==> src/rtl/irq_disp_pkg.sv <==
package irq_disp_pkg;
  localparam int NSRC = 4;

  localparam logic [1:0] SRC_EXC  = 2'd0;
  localparam logic [1:0] SRC_NMI  = 2'd1;
  localparam logic [1:0] SRC_INTR = 2'd2;
  localparam logic [1:0] SRC_SWI  = 2'd3;

  localparam logic [1:0] GATE_INT  = 2'd0;
  localparam logic [1:0] GATE_TRAP = 2'd1;
  localparam logic [1:0] GATE_TASK = 2'd2;

  localparam logic [2:0] ACT_NONE = 3'd0;
  localparam logic [2:0] ACT_GATE = 3'd1;
  localparam logic [2:0] ACT_TASK = 3'd2;
  localparam logic [2:0] ACT_PRET = 3'd3;
  localparam logic [2:0] ACT_TRET = 3'd4;
endpackage

==> src/rtl/irq_arbiter.sv <==
module irq_arbiter
  import irq_disp_pkg::*;
#(
  parameter int TW = 3
) (
  input  logic          exc_i,
  input  logic          nmi_i,
  input  logic          intr_i,
  input  logic          swi_i,
  input  logic          ie_i,
  input  logic          nmi_blk_i,
  input  logic [1:0]    gate_i,
  input  logic [TW-1:0] tgt_i,
  input  logic [TW-1:0] cur_i,
  output logic          pick_o,
  output logic [1:0]    src_o,
  output logic          self_err_o,
  output logic          accept_o
);
  logic [NSRC-1:0] ok;

  always_comb begin
    ok           = '0;
    ok[SRC_EXC]  = exc_i;
    ok[SRC_NMI]  = nmi_i & ~nmi_blk_i;
    ok[SRC_INTR] = intr_i & ie_i;
    ok[SRC_SWI]  = swi_i;
  end

  // lowest index wins
  always_comb begin
    pick_o = 1'b0;
    src_o  = '0;
    for (int i = NSRC - 1; i >= 0; i--) begin
      if (ok[i]) begin
        pick_o = 1'b1;
        src_o  = 2'(i);
      end
    end
  end

  assign self_err_o = pick_o && (gate_i == GATE_TASK) && (tgt_i == cur_i);
  assign accept_o   = pick_o && !self_err_o;
endmodule

==> src/rtl/irq_nest_track.sv <==
module irq_nest_track #(
  parameter int DW = 4
) (
  input  logic clk_i,
  input  logic rst_ni,
  input  logic enter_i,
  input  logic nmi_enter_i,
  input  logic leave_i,
  output logic nmi_blk_o
);
  localparam logic [DW-1:0] DMAX = '1;

  logic [DW-1:0] depth_q, mark_q;
  logic          blk_q;

  always_ff @(posedge clk_i or negedge rst_ni) begin
    if (!rst_ni) begin
      depth_q <= '0;
      mark_q  <= '0;
      blk_q   <= 1'b0;
    end else if (enter_i) begin
      if (depth_q != DMAX) depth_q <= depth_q + 1'b1;
      if (nmi_enter_i) begin
        blk_q  <= 1'b1;
        mark_q <= depth_q;
      end
    end else if (leave_i) begin
      if (depth_q != '0) depth_q <= depth_q - 1'b1;
      // leaving the level the NMI handler runs at
      if (blk_q && (depth_q == DW'(mark_q + 1'b1))) blk_q <= 1'b0;
    end
  end

  assign nmi_blk_o = blk_q;
endmodule

==> src/rtl/irq_task_table.sv <==
module irq_task_table #(
  parameter int NTASK = 8,
  parameter int SW    = 16,
  localparam int TW   = $clog2(NTASK)
) (
  input  logic          clk_i,
  input  logic          rst_ni,
  input  logic          s_we_i,
  input  logic [TW-1:0] s_idx_i,
  input  logic [SW-1:0] s_state_i,
  input  logic          s_nt_i,
  input  logic          l_we_i,
  input  logic [TW-1:0] l_idx_i,
  input  logic [TW-1:0] l_val_i,
  input  logic [TW-1:0] a_idx_i,
  output logic [SW-1:0] a_state_o,
  output logic          a_nt_o,
  input  logic [TW-1:0] b_idx_i,
  output logic [TW-1:0] b_link_o
);
  logic [SW-1:0] st_arr   [NTASK];
  logic          nt_arr   [NTASK];
  logic [TW-1:0] link_arr [NTASK];

  for (genvar g = 0; g < NTASK; g++) begin : gen_slot
    logic [SW-1:0] st_q;
    logic          nt_q;
    logic [TW-1:0] link_q;

    always_ff @(posedge clk_i or negedge rst_ni) begin
      if (!rst_ni) begin
        st_q   <= '0;
        nt_q   <= 1'b0;
        link_q <= '0;
      end else begin
        if (s_we_i && (s_idx_i == TW'(g))) begin
          st_q <= s_state_i;
          nt_q <= s_nt_i;
        end
        if (l_we_i && (l_idx_i == TW'(g))) link_q <= l_val_i;
      end
    end

    assign st_arr[g]   = st_q;
    assign nt_arr[g]   = nt_q;
    assign link_arr[g] = link_q;
  end

  assign a_state_o = st_arr[a_idx_i];
  assign a_nt_o    = nt_arr[a_idx_i];
  assign b_link_o  = link_arr[b_idx_i];
endmodule

==> src/rtl/irq_dispatch_ctrl.sv <==
module irq_dispatch_ctrl
  import irq_disp_pkg::*;
#(
  parameter int NTASK = 8,
  parameter int SW    = 16,
  parameter int EW    = 16,
  parameter int DW    = 4,
  localparam int TW   = $clog2(NTASK)
) (
  input  logic          clk_i,
  input  logic          rst_ni,
  input  logic          exc_req_i,
  input  logic          exc_has_err_i,
  input  logic [EW-1:0] exc_err_i,
  input  logic          nmi_req_i,
  input  logic          intr_req_i,
  input  logic          swi_req_i,
  input  logic [1:0]    gate_type_i,
  input  logic [TW-1:0] gate_task_i,
  input  logic          iret_i,
  input  logic          pop_ie_i,
  input  logic [SW-1:0] cur_state_i,
  output logic          grant_o,
  output logic [1:0]    src_o,
  output logic [2:0]    action_o,
  output logic          push_flags_o,
  output logic          push_cs_o,
  output logic          push_ip_o,
  output logic          push_err_o,
  output logic          err_new_stack_o,
  output logic [EW-1:0] err_val_o,
  output logic          pop_frame_o,
  output logic          load_valid_o,
  output logic [SW-1:0] load_state_o,
  output logic          self_err_o,
  output logic          ie_o,
  output logic          nt_o,
  output logic          nmi_blk_o,
  output logic [TW-1:0] cur_task_o,
  output logic [TW-1:0] back_link_o
);
  logic          ie_q, nt_q;
  logic [TW-1:0] cur_q;
  logic          pick, accept, self_err;
  logic [1:0]    src;
  logic          task_sw, tret, pret, clr_ie;
  logic [TW-1:0] a_idx, b_link;
  logic [SW-1:0] a_state;
  logic          a_nt;

  irq_arbiter #(.TW(TW)) u_arb (
    .exc_i     (exc_req_i),
    .nmi_i     (nmi_req_i),
    .intr_i    (intr_req_i),
    .swi_i     (swi_req_i),
    .ie_i      (ie_q),
    .nmi_blk_i (nmi_blk_o),
    .gate_i    (gate_type_i),
    .tgt_i     (gate_task_i),
    .cur_i     (cur_q),
    .pick_o    (pick),
    .src_o     (src),
    .self_err_o(self_err),
    .accept_o  (accept)
  );

  assign task_sw = accept && (gate_type_i == GATE_TASK);
  assign tret    = !pick && iret_i && nt_q;
  assign pret    = !pick && iret_i && !nt_q;
  assign clr_ie  = accept && (gate_type_i != GATE_TRAP) && (gate_type_i != GATE_TASK);
  assign a_idx   = task_sw ? gate_task_i : b_link;

  irq_task_table #(.NTASK(NTASK), .SW(SW)) u_tbl (
    .clk_i    (clk_i),
    .rst_ni   (rst_ni),
    .s_we_i   (task_sw | tret),
    .s_idx_i  (cur_q),
    .s_state_i(cur_state_i),
    .s_nt_i   (nt_q),
    .l_we_i   (task_sw),
    .l_idx_i  (gate_task_i),
    .l_val_i  (cur_q),
    .a_idx_i  (a_idx),
    .a_state_o(a_state),
    .a_nt_o   (a_nt),
    .b_idx_i  (cur_q),
    .b_link_o (b_link)
  );

  irq_nest_track #(.DW(DW)) u_nest (
    .clk_i      (clk_i),
    .rst_ni     (rst_ni),
    .enter_i    (accept),
    .nmi_enter_i(accept && (src == SRC_NMI)),
    .leave_i    (pret | tret),
    .nmi_blk_o  (nmi_blk_o)
  );

  always_ff @(posedge clk_i or negedge rst_ni) begin
    if (!rst_ni) begin
      ie_q  <= 1'b0;
      nt_q  <= 1'b0;
      cur_q <= '0;
    end else begin
      if (clr_ie)    ie_q <= 1'b0;
      else if (pret) ie_q <= pop_ie_i;
      if (task_sw) begin
        nt_q  <= 1'b1;
        cur_q <= gate_task_i;
      end else if (tret) begin
        nt_q  <= a_nt;
        cur_q <= b_link;
      end
    end
  end

  always_ff @(posedge clk_i or negedge rst_ni) begin
    if (!rst_ni) begin
      grant_o         <= 1'b0;
      src_o           <= '0;
      action_o        <= ACT_NONE;
      push_flags_o    <= 1'b0;
      push_cs_o       <= 1'b0;
      push_ip_o       <= 1'b0;
      push_err_o      <= 1'b0;
      err_new_stack_o <= 1'b0;
      err_val_o       <= '0;
      pop_frame_o     <= 1'b0;
      load_valid_o    <= 1'b0;
      load_state_o    <= '0;
      self_err_o      <= 1'b0;
    end else begin
      grant_o         <= accept;
      src_o           <= accept ? src : '0;
      push_flags_o    <= accept && !task_sw;
      push_cs_o       <= accept && !task_sw;
      push_ip_o       <= accept && !task_sw;
      push_err_o      <= accept && (src == SRC_EXC) && exc_has_err_i;
      err_new_stack_o <= task_sw && (src == SRC_EXC) && exc_has_err_i;
      err_val_o       <= (accept && (src == SRC_EXC) && exc_has_err_i) ? exc_err_i : '0;
      pop_frame_o     <= pret;
      load_valid_o    <= task_sw | tret;
      load_state_o    <= (task_sw | tret) ? a_state : '0;
      self_err_o      <= self_err;
      if (task_sw)     action_o <= ACT_TASK;
      else if (accept) action_o <= ACT_GATE;
      else if (tret)   action_o <= ACT_TRET;
      else if (pret)   action_o <= ACT_PRET;
      else             action_o <= ACT_NONE;
    end
  end

  assign ie_o        = ie_q;
  assign nt_o        = nt_q;
  assign cur_task_o  = cur_q;
  assign back_link_o = b_link;
endmodule

==> config.mk <==
export PLATFORM = sky130hd
export DESIGN_NAME = irq_dispatch_ctrl
export DESIGN_NICKNAME = d
export VERILOG_FILES = /design/src/rtl/irq_disp_pkg.sv /design/src/rtl/irq_arbiter.sv /design/src/rtl/irq_nest_track.sv /design/src/rtl/irq_task_table.sv /design/src/rtl/irq_dispatch_ctrl.sv
export SDC_FILE = /design/constraint.sdc
export NUM_CORES = 1
export LEC_CHECK = 0
export BUFFER_PORTS_ARGS = -buffer_cell sky130_fd_sc_hd__buf_2
export CAP_MARGIN = 5
export CORE_ASPECT_RATIO = 0.5
export CORE_UTILIZATION = 50
export DETAILED_ROUTE_END_ITERATION = 8
export PLACE_DENSITY = 0.69
export SETUP_SLACK_MARGIN = 0.2
export SKIP_CTS_REPAIR_TIMING = 1
export SYNTH_ARGS = -nofsm -noshare
export SYNTH_HDL_FRONTEND = slang
export SYNTH_SLANG_ARGS = --single-unit
==> constraint.sdc <==
create_clock -name clk_i -period 7.2 [get_ports clk_i]
set_input_delay 0.72 -clock clk_i [delete_from_list [all_inputs] [get_ports clk_i]]
set_output_delay 0.72 -clock clk_i [all_outputs]
set_load 0.05 [all_outputs]
==> results.json, run 1 <==
{
  "die_x_um": 202,
  "synth_area_mm2": 0.00999,
  "placed_area_mm2": 0.0107,
  "final_core_util": 0.583,
  "grt_usage": 0.238,
  "timing.rr.end": "u_tbl.gen_slot[5].st_q[9]",
  "required_ns": 7.58,
  "cp-end-kind": "flop",
  "slew_violations": 0,
  "first_iter_violations": 543,
  "antenna_cells": 0,
  "vias_per_cell": 6.01,
  "overflow": 0,
  "path_buf_inv": 2,
  "period_share": 0.584,
  "n_fill_cell": 1567,
  "syn_nets": 863,
  "drive_gt1_frac": 0.338,
  "drt_pass1_iterations": 4,
  "tightest_slew_ns": 1.19,
  "hold_slack_ns": 0.194,
  "num_vias": 7024,
  "clock_skew_ns": 0.00712,
  "yosysSeqAreaShare": 0.546,
  "grt_start_max_net_pins": 89,
  "place_hpwl_mm": 14.3,
  "synthToLayoutAreaGrowth_pct": 13.9,
  "rows": 36,
  "reg2reg_slack_ns": 3.00,
  "nets": 938,
  "fp.coreArea_mm2": 0.0195,
  "worstPathArrival_ns": 4.59,
  "drv_cap": 0,
  "grt_pass1_wl_mm": 38.8,
  "hold_path_class": "input port to async pin",
  "die_y_um": 102,
  "maxSlewHeadroom": 0.206,
  "grt_pass1_vias": 7142,
  "setup_violations": 0,
  "ys_seq_elements": 218,
  "final_area_mm2": 0.0114,
  "synth_edf_count": 0,
  "critPathTopFamily": "simple AND/OR/NAND/NOR gates",
  "pre_cts_ws_ns": 2.96,
  "cts_tree": "yes",
  "reg2reg_from": "cur_task_o[0]",
  "antenna_found_initial": 1,
  "yosysWarnings": 0,
  "power_density_mw_per_mm2": 429,
  "dieArea_mm2": 0.0206,
  "place.gp.congestion": 0.798,
  "setup-tns-final_ns": 0,
  "cts-buffers-inserted": 21,
  "cp_max_fo": 23,
  "cellLeakagePower_uw": 0.00514,
  "cp-start-kind": "flop",
  "cts_buffer_depth": 3,
  "synth.distinct_cells": 57,
  "synth_ff_type": "dfrtp_1",
  "crit_path_top_delay_cell": "dfrtp_1",
  "min_period_ns": 4.20,
  "numClockSinks": 218,
  "path_cells": "xnor2_1, nand3_1, a22oi_2, buf_4, inv_2, and2_1, nand3b_1, mux2_2",
  "fin_ws_ns": 3.00,
  "remaining_drc_errors": 0,
  "ir_drop_mv": 0.242,
  "rr_worst_depth": 8,
  "clk_latency_ns": 0.50,
  "avgRoutedWirePerCell_um": 20.4,
  "crit_type": "flop to flop",
  "finalHoldViolations": 0,
  "port_buffers": 100,
  "clk_pin_slew_ns": 0.07,
  "start_util": 0.512,
  "slowest_delay_ns": 0.98,
  "syn_area_per_cell_um2": 12.3,
  "cts_root_buffer": "clkbuf_16",
  "rsz0062_at_grt": "no",
  "htree_levels": 1,
  "antenna_left": 0,
  "drt-total-wl_mm": 23.8,
  "async_flop_share": 1.00,
  "io_pins": 101,
  "netlist_instances": 813,
  "status": "finished clean",
  "timing.fmax_mhz": 238
}
## cell type report
type	instances	area (um2)	area share
clock buffers	28	602	0.0529
clock inverters	9	108	0.00946
inverters	11	41.3	0.00363
multi-input cells	523	4230	0.372
flip-flops and latches	218	5460	0.480
well taps	266	333	0.0293
repair buffers	113	608	0.0535
## report_power, final
group | leakage [uW] | internal, uW | switching [uW]
registers | 0.00280 | 1720 | 319
logic | 0.00199 | 680 | 1020
clock network | 0.000346 | 662 | 478
## through the flow
| stage | power [uW] | cells |
|---|---|---|
| finish | 4880 | 1168 |
| global placement | 3680 | 1131 |
| CTS | 4900 | 1168 |
| detailed placement | 3740 | 1131 |
| floorplan | 3300 | 813 |
| global route | 5160 | 1168 |
## layout by cell type (no fill, tap or decap), types with 12 or more instances in the layout
master     instances
dfrtp_1          218
a2111oi_0         16
buf_4             13
or4_1             16
buf_2             99
nand3_1           67
nor3_1            13
nor2_1            12
a21oi_1           56
o21ai_0           61
mux2_2           129
and2_1            18
mux2_1            38
clkbuf_16         21
## flip-flops by register name, summed over array words and instances (netlist names)
signal and flops:
self_err_o 1, u_nest.depth_q 4, u_tbl.gen_slot.st_q 128, u_tbl.gen_slot.nt_q 8, grant_o 1, pop_frame_o 1
load_state_o 16, u_nest.mark_q 4, err_val_o 16, src_o 2, cur_task_o 3, err_new_stack_o 1
ie_o 1, nt_o 1, load_valid_o 1, push_ip_o 1, action_o 3, u_tbl.gen_slot.link_q 24
u_nest.nmi_blk_o 1, push_err_o 1
## Yosys cell counts, types with 3 or more instances
| cell | n | area [um2] |
|---|---|---|
| inv_1 | 10 | 37.5 |
| xnor2_1 | 8 | 70.1 |
| mux2_1 | 38 | 428 |
| nand2_1 | 9 | 33.8 |
| mux2_2 | 129 | 1450 |
| nor3_1 | 14 | 70.1 |
| o2111ai_1 | 4 | 35.0 |
| buf_4 | 6 | 45.0 |
| clkbuf_1 | 31 | 116 |
| buf_2 | 18 | 90.1 |
| nor2b_1 | 3 | 18.8 |
| o21ai_0 | 61 | 305 |
| a2111oi_0 | 16 | 140 |
| ha_1 | 3 | 37.5 |
| or4_1 | 16 | 120 |
| buf_6 | 5 | 56.3 |
| and2_1 | 18 | 113 |
| a31oi_1 | 5 | 31.3 |
| nand2b_1 | 3 | 18.8 |
| a21o_1 | 4 | 30.0 |
| nor2_1 | 12 | 45.0 |
| a21oi_1 | 57 | 285 |
| mux4_2 | 6 | 135 |
| o31ai_1 | 3 | 22.5 |
| dfrtp_1 | 218 | 5460 |
| nand4_1 | 6 | 37.5 |
| nand3_1 | 68 | 340 |
| o21ai_1 | 5 | 25.0 |
| xor2_1 | 3 | 26.3 |
## worst max path at each step
stage	from	to	cells after the start
CTS	cur_task_o[0]	u_tbl.gen_slot[5].nt_q	8
finish	cur_task_o[0]	u_tbl.gen_slot[5].st_q[9]	8
floorplan	gate_task_i[2]	u_nest.depth_q[3]	13
detailed placement	cur_task_o[0]	u_tbl.gen_slot[5].nt_q	8
global route	cur_task_o[0]	u_tbl.gen_slot[5].nt_q	8
global placement	cur_task_o[0]	u_tbl.gen_slot[5].st_q[8]	8
## per-layer routing
layer | GRT usage | part of all wire | up-vias
met5 | 0 | 0 | -
met4 | 0.0571 | 0.016 | 0
met3 | 0.0421 | 0.055 | 37
met2 | 0.371 | 0.46 | 215
met1 | 0.348 | 0.47 | 3638
li1 | - | - | 3134
## cell families (layout without fill, tap and decap cells)
logic type | count (synthesis) | after routing | share of synthesized area
muxes | 174 | 174 | 0.203
adders and majority gates | 4 | 4 | 0.00576
AOI/OAI and AO/OA | 171 | 171 | 0.107
xor gates and xnor gates | 11 | 11 | 0.00965
DFF | 218 | 218 | 0.546
and+or+nand+nor | 163 | 163 | 0.0927
buffers and inverters | 72 | 161 | 0.0353
Note: power is estimated with default switching activity, not from simulation.
==> inputs of run 2 (changes only) <==
- ABC_AREA: default -> 1
- PLACE_DENSITY: 0.69 -> 0.72
- clock period: 7.2 -> 3.4 ns (I/O delays scaled with it)
==> results.json, run 2 <==
{
  "status": "finished clean",
  "setup_violations": 0,
  "required_ns": 3.84,
  "grt_pass1_wl_mm": 38.3,
  "vias_per_cell": 5.26,
  "avgRoutedWirePerCell_um": 15.6,
  "synth.distinct_cells": 36,
  "reg_top3": "u_tbl.gen_slot.st_q: 128 flops, u_tbl.gen_slot.link_q: 24 flops",
  "overflow": 0,
  "netlist_instances": 1105,
  "synth_compound_area_frac": 0.103,
  "cts_tree": "yes",
  "synth_top_area_cell": "dfrtp_1",
  "synthTopCellsByCount": "nand2_1 (380), dfrtp_1 (218), o21ai_0 (157), nand3_1 (123), inv_1 (59)",
  "synthMostInstantiatedCell": "nand2_1",
  "place.gp.congestion": 0.905,
  "n_fill_cell": 1640,
  "yosysTopAreaCellShare": 0.572,
  "largest_reg_flops": 128,
  "remaining_drc_errors": 0,
  "finalHoldViolations": 0,
  "yosysWarnings": 0,
  "start_util": 0.515,
  "final_cell_mix": "nand2_1 (380), dfrtp_1 (218), o21ai_0 (157)",
  "final_common_cell": "nand2_1",
  "tightest_slew_ns": 0.787,
  "final_core_util": 0.589,
  "dieArea_mm2": 0.0197,
  "synth_ff_type": "dfrtp_1",
  "synth_edf_count": 0,
  "drive_gt1_frac": 0.145,
  "cp_max_fo": 38,
  "antenna_found_initial": 0,
  "setup-tns-final_ns": 0,
  "crit_type": "flop to flop",
  "cellLeakagePower_uw": 0.00552,
  "yosysSeqAreaShare": 0.572,
  "die_y_um": 99.7,
  "syn_area_per_cell_um2": 8.63,
  "worstPathArrival_ns": 3.20,
  "htree_levels": 1,
  "power_density_mw_per_mm2": 1020,
  "synthAdderAreaFrac": 0.00604,
  "num_vias": 7699,
  "fp.coreArea_mm2": 0.0185,
  "timing.fmax_mhz": 362,
  "async_flop_share": 1.00,
  "synthToLayoutAreaGrowth_pct": 14.4,
  "die_x_um": 197,
  "cts-buffers-inserted": 21,
  "drt_pass1_iterations": 6,
  "drv_cap": 0,
  "synth_area_mm2": 0.00954,
  "synth_xor_area_frac": 0.00735,
  "rows": 35,
  "min_period_ns": 2.77,
  "numClockSinks": 218,
  "grt_start_max_net_pins": 97,
  "nets": 1242,
  "clk_latency_ns": 0.50,
  "maxSlewHeadroom": 0.472,
  "clock_skew_ns": 0.0106,
  "synth-simple-area-share": 0.249,
  "syn_nets": 1155,
  "muxShareOfSynthArea": 0,
  "largest-register": "u_tbl.gen_slot.st_q",
  "antenna_cells": 0,
  "io_pins": 101,
  "antenna_left": 0,
  "period_share": 0.813,
  "ir_drop_mv": 0.553,
  "port_buffers": 100,
  "cp-start-kind": "flop",
  "clk_pin_slew_ns": 0.06,
  "drt-total-wl_mm": 22.8,
  "synth_top_family_by_area": "simple AND/OR/NAND/NOR gates",
  "place_hpwl_mm": 14.4,
  "rsz0062_at_grt": "no",
  "first_iter_violations": 540,
  "cts_buffer_depth": 3,
  "slew_violations": 0,
  "ys_seq_elements": 218,
  "hold_path_class": "input port to flop",
  "grt_usage": 0.244,
  "cts_root_buffer": "clkbuf_16",
  "synth_area_leaders": "dfrtp_1 (57%), nand2_1 (15%), o21ai_0 (8.2%), nand3_1 (6.5%), inv_1 (2.3%)",
  "cp-end-kind": "flop",
  "grt_pass1_vias": 7618
}
## run 2: logic make-up (layout without fill, tap and decap cells)
family	count (synthesis)	after routing
and+or+nand+nor	566	566
DFF	218	218
AOI/OAI and AO/OA	187	187
buffers and inverters	122	221
xor gates and xnor gates	8	8
adders and majority gates	4	4
## run 2: path summary, 6_finish.rpt
| path | from | depth (start not counted) | slack (ns) | end |
|---|---|---|---|---|
| setup reg to reg | cur_task_o[0] | 13 | 0.63 | load_state_o[7] |
| hold / removal | exc_err_i[9] | 3 | 0.04 | err_val_o[9] |
| hold reg to reg | u_tbl.gen_slot[5].st_q[5] | 2 | 0.49 | u_tbl.gen_slot[5].st_q[5] |
| setup / recovery | cur_task_o[0] | 13 | 0.63 | load_state_o[7] |
| min in group asynchronous | rst_ni | 2 | 0.47 | u_tbl.gen_slot[4].st_q[12] |
| max in group asynchronous | rst_ni | 3 | 2.03 | u_tbl.gen_slot[5].st_q[9] |
## run 2: worst max-delay path: stages (launching register included)
cell and delay (ns):
dfrtp_1 0.60, inv_2 0.20, nand2_1 0.09, nand2_1 0.07
nor2_2 0.12, nand2_2 0.09, nand3_2 0.23, nand2_2 0.10
nand2_2 0.48, buf_12 0.29, nand2_1 0.09, nand3_1 0.09
nand3_1 0.09, nand2_1 0.11
## run 2: through the flow
| step | area [um2] | worst slack, ns | total power (uW) | hold slack (ns) | std cells |
|---|---|---|---|---|---|
| finish | 10900 | 0.635 | 11200 | 0.0371 | 1463 |
| global route | 10900 | 0.397 | 12000 | 0.0373 | 1463 |
| CTS | 10900 | 0.654 | 11200 | -0.0530 | 1462 |
| detailed placement | 10200 | 0.686 | 8720 | 0.473 | 1427 |
| global placement | 10200 | 0.720 | 8590 | 0.465 | 1427 |
| floorplan | 9540 | 0.997 | 7700 | 0.0444 | 1105 |
## run 2: where the power goes
group          internal (uW)  total (uW)  switching (uW)
combinational           1380        4450            3070
clock                   1450        2450            1000
sequential              3640        4270             626
total                   6470       11200            4700
## run 2: routing by layer
layer / share of wire / wire [um] / track usage
met5: 0 / 0 / 0
met1: 0.48 / 10900 / 0.350
met3: 0.058 / 1320 / 0.0441
met4: 0.021 / 479 / 0.0674
met2: 0.44 / 10100 / 0.383
## run 2: final cells by class
type	count	area [um2]	share of cell area
clock buffers	28	592	0.0542
clock inverters	7	119	0.0109
inverters	65	244	0.0224
multi-input cells	765	3480	0.319
flip-flops and latches	218	5460	0.500
well taps	259	324	0.0297
repair buffers	121	694	0.0636
==> inputs of run 3 (changes only) <==
- PLACE_DENSITY: 0.72 -> 0.7
- clock period: 3.4 -> 2.7 ns (I/O delays scaled with it)
==> results.json, run 3 (same netlist as run 2, synthesis figures left out) <==
{
  "remaining_drc_errors": 0,
  "overflow": 0,
  "worstPathArrival_ns": 2.80,
  "setup_violations": 0,
  "avgRoutedWirePerCell_um": 15.9,
  "final_cell_mix": "nand2_1 (380), dfrtp_1 (217), o21ai_0 (157)",
  "finalHoldViolations": 4,
  "cts_buffer_depth": 3,
  "timing.fmax_mhz": 421,
  "antenna_cells": 0,
  "cellLeakagePower_uw": 0.00564,
  "clk_latency_ns": 0.50,
  "cts-buffers-inserted": 20,
  "setup-tns-final_ns": 0,
  "cts_root_buffer": "clkbuf_16",
  "grt_start_max_net_pins": 76,
  "htree_levels": 1,
  "dieArea_mm2": 0.0197,
  "reg_top3": "u_tbl.gen_slot.st_q: 128 flops, u_tbl.gen_slot.link_q: 24 flops",
  "synthToLayoutAreaGrowth_pct": 17.6,
  "violations": "negative hold slack",
  "num_vias": 7950,
  "crit_type": "flop to flop",
  "cp-end-kind": "flop",
  "largest-register": "u_tbl.gen_slot.st_q",
  "clock_skew_ns": 0.0188,
  "die_x_um": 197,
  "tightest_slew_ns": 0.542,
  "netSwitchingPower_uw": 5990,
  "status": "finished, violations left",
  "grt_pass1_vias": 7376,
  "die_y_um": 99.7,
  "nets": 1270,
  "vias_per_cell": 5.33,
  "slowest_delay_ns": 0.53,
  "fp.coreArea_mm2": 0.0185,
  "n_fill_cell": 1601,
  "total_power_uw": 14200,
  "place.gp.congestion": 0.879,
  "required_ns": 3.12,
  "placed_area_mm2": 0.0103,
  "hold_path_class": "input port to flop",
  "path_cells": "xnor2_1, nand4_1, nand2_1, ha_1, a21o_1, a21oi_1, o21ai_0, o21ai_0, xor2_1",
  "port_buffers": 100,
  "start_util": 0.515,
  "clk_pin_slew_ns": 0.07,
  "final_core_util": 0.605,
  "maxSlewHeadroom": 0.635,
  "ir_drop_mv": 0.682,
  "pwr-share-clk": 0.201,
  "final_common_cell": "nand2_1",
  "antenna_left": 0,
  "crit_path_top_delay_cell": "dfrtp_1",
  "antenna_found_initial": 0,
  "pre_cts_ws_ns": 0.262,
  "period_share": 0.880,
  "fin_ws_ns": 0.323,
  "rows": 35,
  "largest_reg_flops": 128,
  "final_area_mm2": 0.0112,
  "p_sw_frac": 0.422,
  "numClockSinks": 218,
  "combPwrFrac": 0.421,
  "cp-start-kind": "flop",
  "place_hpwl_mm": 14.5,
  "drt_pass1_iterations": 6,
  "drt-total-wl_mm": 23.7,
  "io_pins": 101,
  "drive_gt1_frac": 0.153,
  "p_int_uw": 8210,
  "power.share.sequential": 0.379,
  "rsz0062_at_grt": "yes",
  "first_iter_violations": 631,
  "grt_usage": 0.247,
  "path_common_cell": "o21ai_0",
  "min_period_ns": 2.38,
  "cp_max_fo": 11,
  "hold_slack_ns": -0.0172,
  "power_density_mw_per_mm2": 1270,
  "slew_violations": 0,
  "grt_pass1_wl_mm": 38.4,
  "drv_cap": 0,
  "cts_tree": "yes"
}
## run 3: cell types whose count changed in the layout (fill, tap and decap cells not counted), sizes merged
cell,previous run,this run
buf,119,133
bufinv,3,1
clkbuf,29,33
clkinvlp,1,2
dlygate4sd3,1,14
inv,65,63
nand3,126,127
## run 3: layout make-up
class                      instances  area [um2]  area share
sequential                       218        5460       0.487
clock inverter                     4        47.5     0.00424
clock buffer                      31         603      0.0538
timing repair buffer             149        1010      0.0905
multi-input combinational        766        3520       0.314
tap                              259         324      0.0289
inverter                          65         248      0.0221
## run 3: critical path: cells and delay by family, from the launching register on
family                     cells  cell delay (ns)
AOI/OAI and AO/OA              4             0.55
xor gates and xnor gates       2             0.48
adders and majority gates      1             0.27
DFF                            1             0.53
and+or+nand+nor                2             0.47
## run 3: worst paths after layout
path / start / to / slack (ns) / depth (start not counted)
max: cur_task_o[2] / u_nest.depth_q[3] / 0.32 / 9
min: exc_err_i[6] / err_val_o[6] / -0.02 / 3
max reg2reg: cur_task_o[2] / u_nest.depth_q[3] / 0.32 / 9
min reg2reg: u_tbl.gen_slot[1].st_q[7] / u_tbl.gen_slot[1].st_q[7] / 0.49 / 2
max in group asynchronous: rst_ni / u_tbl.gen_slot[3].link_q[0] / 1.65 / 3
min in group asynchronous: rst_ni / u_tbl.gen_slot[1].st_q[7] / 0.28 / 2
## run 3: metal layers
metal	vias to the layer above	global-route usage	routed length [um]	share of wire
met2	246	0.371	10300	0.43
met3	32	0.0431	1510	0.064
met1	3851	0.376	11500	0.49
met5	-	0	0	0
met4	0	0.0513	365	0.015
li1	3821	-	-	-
## run 3: metrics by stage
step | instances | hold WS (ns)
floorplan | 1105 | -0.0256
global placement | 1438 | 0.252
detailed placement | 1438 | 0.254
CTS | 1473 | -0.276
global route | 1492 | -0.00182
finish | 1492 | -0.0172
## run 3: power by group through the flow
stage | Clock, uW | Combinational [uW] | Sequential [uW]
after global placement | 0 | 5740 | 5370
after detailed placement | 0 | 5870 | 5390
final | 2850 | 5970 | 5370
after CTS | 2900 | 5910 | 5350
after global routing | 3040 | 6690 | 5520
after floorplan | 0 | 3870 | 5820
